`src/rtl/pulser_pkg.sv`:
```
package pulser_pkg;

  typedef struct packed {
    logic rise;
    logic fall;
  } edge_evt_t;

  // Classify a level transition between two consecutive samples.
  function automatic edge_evt_t classify_edge(logic cur, logic prev);
    edge_evt_t e;
    e.rise = cur & ~prev;
    e.fall = ~cur & prev;
    return e;
  endfunction

  // Qualification becomes true on the first fall and stays true.
  function automatic logic next_armed(logic armed, edge_evt_t e);
    return armed | e.fall;
  endfunction

  // A strobe is only allowed when already qualified before this edge.
  function automatic logic gate_strobe(logic evt, logic armed);
    return evt & armed;
  endfunction

endpackage

```
`src/rtl/pulser_sync.sv`:
```
module pulser_sync #(
  parameter int STAGES = 2
) (
  input  logic clk,
  input  logic rst,
  input  logic d,
  output logic q
);
  localparam int N = (STAGES < 2) ? 2 : STAGES;

  logic [N-1:0] chain;

  always_ff @(posedge clk or posedge rst) begin
    if (rst) chain <= '0;
    else     chain <= {chain[N-2:0], d};
  end

  assign q = chain[N-1];
endmodule

```
`src/rtl/pulser_edge.sv`:
```
module pulser_edge
  import pulser_pkg::*;
(
  input  logic      clk,
  input  logic      rst,
  input  logic      level,
  output edge_evt_t evt
);
  logic prev_q;

  always_ff @(posedge clk or posedge rst) begin
    if (rst) prev_q <= 1'b0;
    else     prev_q <= level;
  end

  assign evt = classify_edge(level, prev_q);
endmodule

```
`src/rtl/pulser_gate.sv`:
```
module pulser_gate
  import pulser_pkg::*;
(
  input  logic      clk,
  input  logic      rst,
  input  edge_evt_t evt,
  output logic      armed,
  output logic      rise_o,
  output logic      fall_o,
  output logic      good_o
);
  logic armed_q;
  logic rise_q;
  logic fall_q;
  logic good_q;
  logic armed_d;

  assign armed_d = next_armed(armed_q, evt);

  always_ff @(posedge clk or posedge rst) begin
    if (rst) begin
      armed_q <= 1'b0;
      rise_q  <= 1'b0;
      fall_q  <= 1'b0;
      good_q  <= 1'b0;
    end else begin
      armed_q <= armed_d;
      rise_q  <= gate_strobe(evt.rise, armed_q);
      fall_q  <= gate_strobe(evt.fall, armed_q);
      good_q  <= armed_d;
    end
  end

  assign armed  = armed_q;
  assign rise_o = rise_q;
  assign fall_o = fall_q;
  assign good_o = good_q;
endmodule

```
`src/rtl/clk_edge_pulser.sv`:
```
module clk_edge_pulser
  import pulser_pkg::*;
#(
  parameter int SYNC_STAGES = 2
) (
  input  logic clk,
  input  logic rst,
  input  logic slow_clk,
  output logic rise_pulse,
  output logic fall_pulse,
  output logic clk_good
);
  logic      synced_lvl;
  edge_evt_t evt;
  logic      rise_evt;
  logic      fall_evt;
  logic      armed;

  pulser_sync #(.STAGES(SYNC_STAGES)) u_sync (
    .clk (clk),
    .rst (rst),
    .d   (slow_clk),
    .q   (synced_lvl)
  );

  pulser_edge u_edge (
    .clk   (clk),
    .rst   (rst),
    .level (synced_lvl),
    .evt   (evt)
  );

  assign rise_evt = evt.rise;
  assign fall_evt = evt.fall;

  pulser_gate u_gate (
    .clk    (clk),
    .rst    (rst),
    .evt    (evt),
    .armed  (armed),
    .rise_o (rise_pulse),
    .fall_o (fall_pulse),
    .good_o (clk_good)
  );
endmodule

```
`config.mk`:
```
export PLATFORM = sky130hd
export DESIGN_NAME = clk_edge_pulser
export DESIGN_NICKNAME = d
export VERILOG_FILES = /design/src/rtl/pulser_pkg.sv /design/src/rtl/pulser_sync.sv /design/src/rtl/pulser_edge.sv /design/src/rtl/pulser_gate.sv /design/src/rtl/clk_edge_pulser.sv
export SDC_FILE = /design/constraint.sdc
export NUM_CORES = 1
export LEC_CHECK = 0
export ABC_AREA = 1
export BUFFER_PORTS_ARGS = -buffer_cell sky130_fd_sc_hd__buf_2
export CAP_MARGIN = 5
export CORE_AREA = 2 2 39 41
export DETAILED_ROUTE_END_ITERATION = 6
export DIE_AREA = 0 0 41 43
export SETUP_SLACK_MARGIN = 0.3
export SKIP_CTS_REPAIR_TIMING = 1
export SLEW_MARGIN = 15
export SYNTH_ARGS = -nofsm -noshare
export SYNTH_HDL_FRONTEND = slang
export SYNTH_HIERARCHICAL = 1
export SYNTH_SLANG_ARGS = --single-unit
```
`constraint.sdc`:
```
create_clock -name clk -period 2 [get_ports clk]
set_input_delay 0.2 -clock clk [delete_from_list [all_inputs] [get_ports clk]]
set_output_delay 0.2 -clock clk [all_outputs]
set_load 0.02 [all_outputs]
```
==> impl_metrics.json <==
{
  "yosysTopAreaCell": "dfrtp_1",
  "rr_worst_depth": 3,
  "path_class": "reg -> out",
  "die_area_um2": 1760,
  "grt_pass1_wl_um": 462,
  "cts_root_buffer": "clkbuf_4",
  "synth.area.top_cells": "dfrtp_1 71%, inv_1 16%, nand2_1 5.4%, buf_4 3.6%, nor2_1 3.6%",
  "finalCritPeriodShare_pct": 49.8,
  "rows": 14,
  "fin_util_pct": 20.3,
  "area_delta_synth_final_pct": 33.3,
  "synth_compound_area_share_pct": 0,
  "cts-buffers-inserted": 3,
  "cp.required_ns": 1.80,
  "cp-startpoint": "u_gate/armed",
  "drc": 0,
  "reg2reg_slack_ns": 1.31,
  "reg2reg_to": "u_gate/armed",
  "worstHoldPathCells": 1,
  "p_per_area_nw_per_um2": 895,
  "netlist_area_um2": 210,
  "hold_viol": 0,
  "synth_cells": 21,
  "fmax_mhz": 1000,
  "via_count": 139,
  "cp-start-kind": "flop",
  "grt_max_degree": 5,
  "synth_area_per_cell_um2": 10.0,
  "start_util_pct": 15.2,
  "whs_ns": 0.0706,
  "io_pins": 6,
  "drive_gt1_share_pct": 27.6,
  "synth-xor-area-share_pct": 0,
  "synthAdderAreaFrac_pct": 0,
  "vdd_drop_max_mv": 0.360,
  "setup_violations": 0,
  "drtAntennaViolNets": 0,
  "critPathBufInv": 1,
  "cts.sink_count": 6,
  "slew_headroom_pct": 91.7,
  "clockBufferDepth": 2,
  "leakagePower_uw": 0.000171,
  "antenna-diode-count": 0,
  "setup_tns_ns": 0,
  "rsz0062_at_grt": "no",
  "clk_pin_slew_ns": 0.04,
  "grt_usage_pct": 4.76,
  "h-tree-depth": 1,
  "syn-num-nets": 24,
  "critPathMaxFanout": 4,
  "finalCriticalPeriod_ns": 0.995,
  "critical_path_depth": 1,
  "arrival_ns": 0.80,
  "hold_path_class": "in -> reg",
  "synth.distinct_cells": 5,
  "drt_pass1_iterations": 3,
  "crit_chain": "buf_2",
  "routed_wl_um": 265,
  "placed_cells": 41,
  "tightest_slew_ns": 0.124,
  "ys_ff_latch": 6,
  "die_w_um": 41,
  "yosys.area_share.simple_pct": 8.93,
  "first_iter_violations": 4,
  "crit_end": "clk_good",
  "clk_latency_ns": 0.24,
  "synth_top_family_by_area": "buffers and inverters",
  "cp-end-kind": "primary output",
  "place.gp.congestion": 0.652,
  "final_common_cell": "inv_1",
  "place_hpwl_um": 212,
  "synth_top_area_share_pct": 71.4,
  "yosys_warnings": 6,
  "crit_slowest_cell": "dfrtp_1",
  "finalNonFillerCells": 45,
  "routedWlPerCell_um": 5.89,
  "critPathMaxStageDelay_ns": 0.39,
  "antenna_found_initial": 0,
  "cts_tree": "built",
  "final_cell_mix": "9 x inv_1, 6 x dfrtp_1, 5 x buf_2",
  "core_um2": 1380,
  "timing.rr.start": "u_sync/chain[1]",
  "overflow": 0,
  "ys_seq_area_share_pct": 71.4,
  "drv_cap": 0,
  "fin_nets": 34,
  "cp_top_family": "flip-flops",
  "vias_per_cell": 3.09,
  "status": "completed",
  "grt_pass1_vias": 131,
  "port_buffers": 5,
  "fin_skew_ns": 0.00280,
  "synth.area.mux_share_pct": 0,
  "final-max-slew-violation-count": 0,
  "fp.dieH_um": 43
}
## cells in the mapped netlist, drive strengths merged
cell type / n
dfrtp: 6
nor2: 2
buf: 1
nand2: 3
inv: 9
## registers in the layout (all words and copies together) (netlist names)
signal         cells
u_gate/fall_o      1
u_gate/rise_o      1
u_sync/chain       2
u_gate/armed       1
u_edge/prev_q      1
## per-layer routing
| metal | routed length, µm | GRT usage, % | vias to the layer above |
|---|---|---|---|
| li1 | - | - | 70 |
| met1 | 115 | 3.31 | 65 |
| met3 | 30 | 7.85 | 0 |
| met2 | 119 | 5.94 | 4 |
| met4 | 0 | 2.00 | 0 |
| met5 | 0 | 0 | - |
## worst min-delay path by stage
stage,from,end,slack (ns)
4_1_cts,rst,u_edge/prev_q,-0.20
3_3_place_gp,rst,u_edge/prev_q,0.05
5_1_grt,slow_clk,u_sync/chain[0],0.06
3_5_place_dp,rst,u_edge/prev_q,0.06
2_1_floorplan,rst,u_edge/prev_q,-0.07
6_report,slow_clk,u_sync/chain[0],0.07
## power by group
part	internal, µW	switching [µW]	total, µW
sequential	127	1.77	129
combinational	6.10	9.11	15.2
clock	67.6	39.2	107
## final cells by class
type / count / area, µm²
inverters: 9 / 33.8
well taps: 16 / 20.0
multi-input cells: 5 / 18.8
clock buffers: 3 / 22.5
repair buffers: 6 / 35.0
flip-flops and latches: 6 / 150
fillers: 154 / 1100
## per-stage QoR
| stage | setup slack (ns) | total power (µW) | instance area, µm² |
|---|---|---|---|
| 2_1_floorplan | 1.27 | 139 | 210 |
| 3_3_place_gp | 1.26 | 145 | 248 |
| 3_5_place_dp | 1.26 | 145 | 248 |
| 4_1_cts | 0.996 | 256 | 270 |
| 5_1_grt | 0.966 | 263 | 280 |
| 6_report | 1.00 | 251 | 280 |
## logic make-up (layout without fill, tap and decap cells)
logic type / Yosys count / in the layout
buffers and inverters: 10 / 18
DFF: 6 / 6
and+or+nand+nor: 5 / 5
Power figures use the tool's default switching activity.
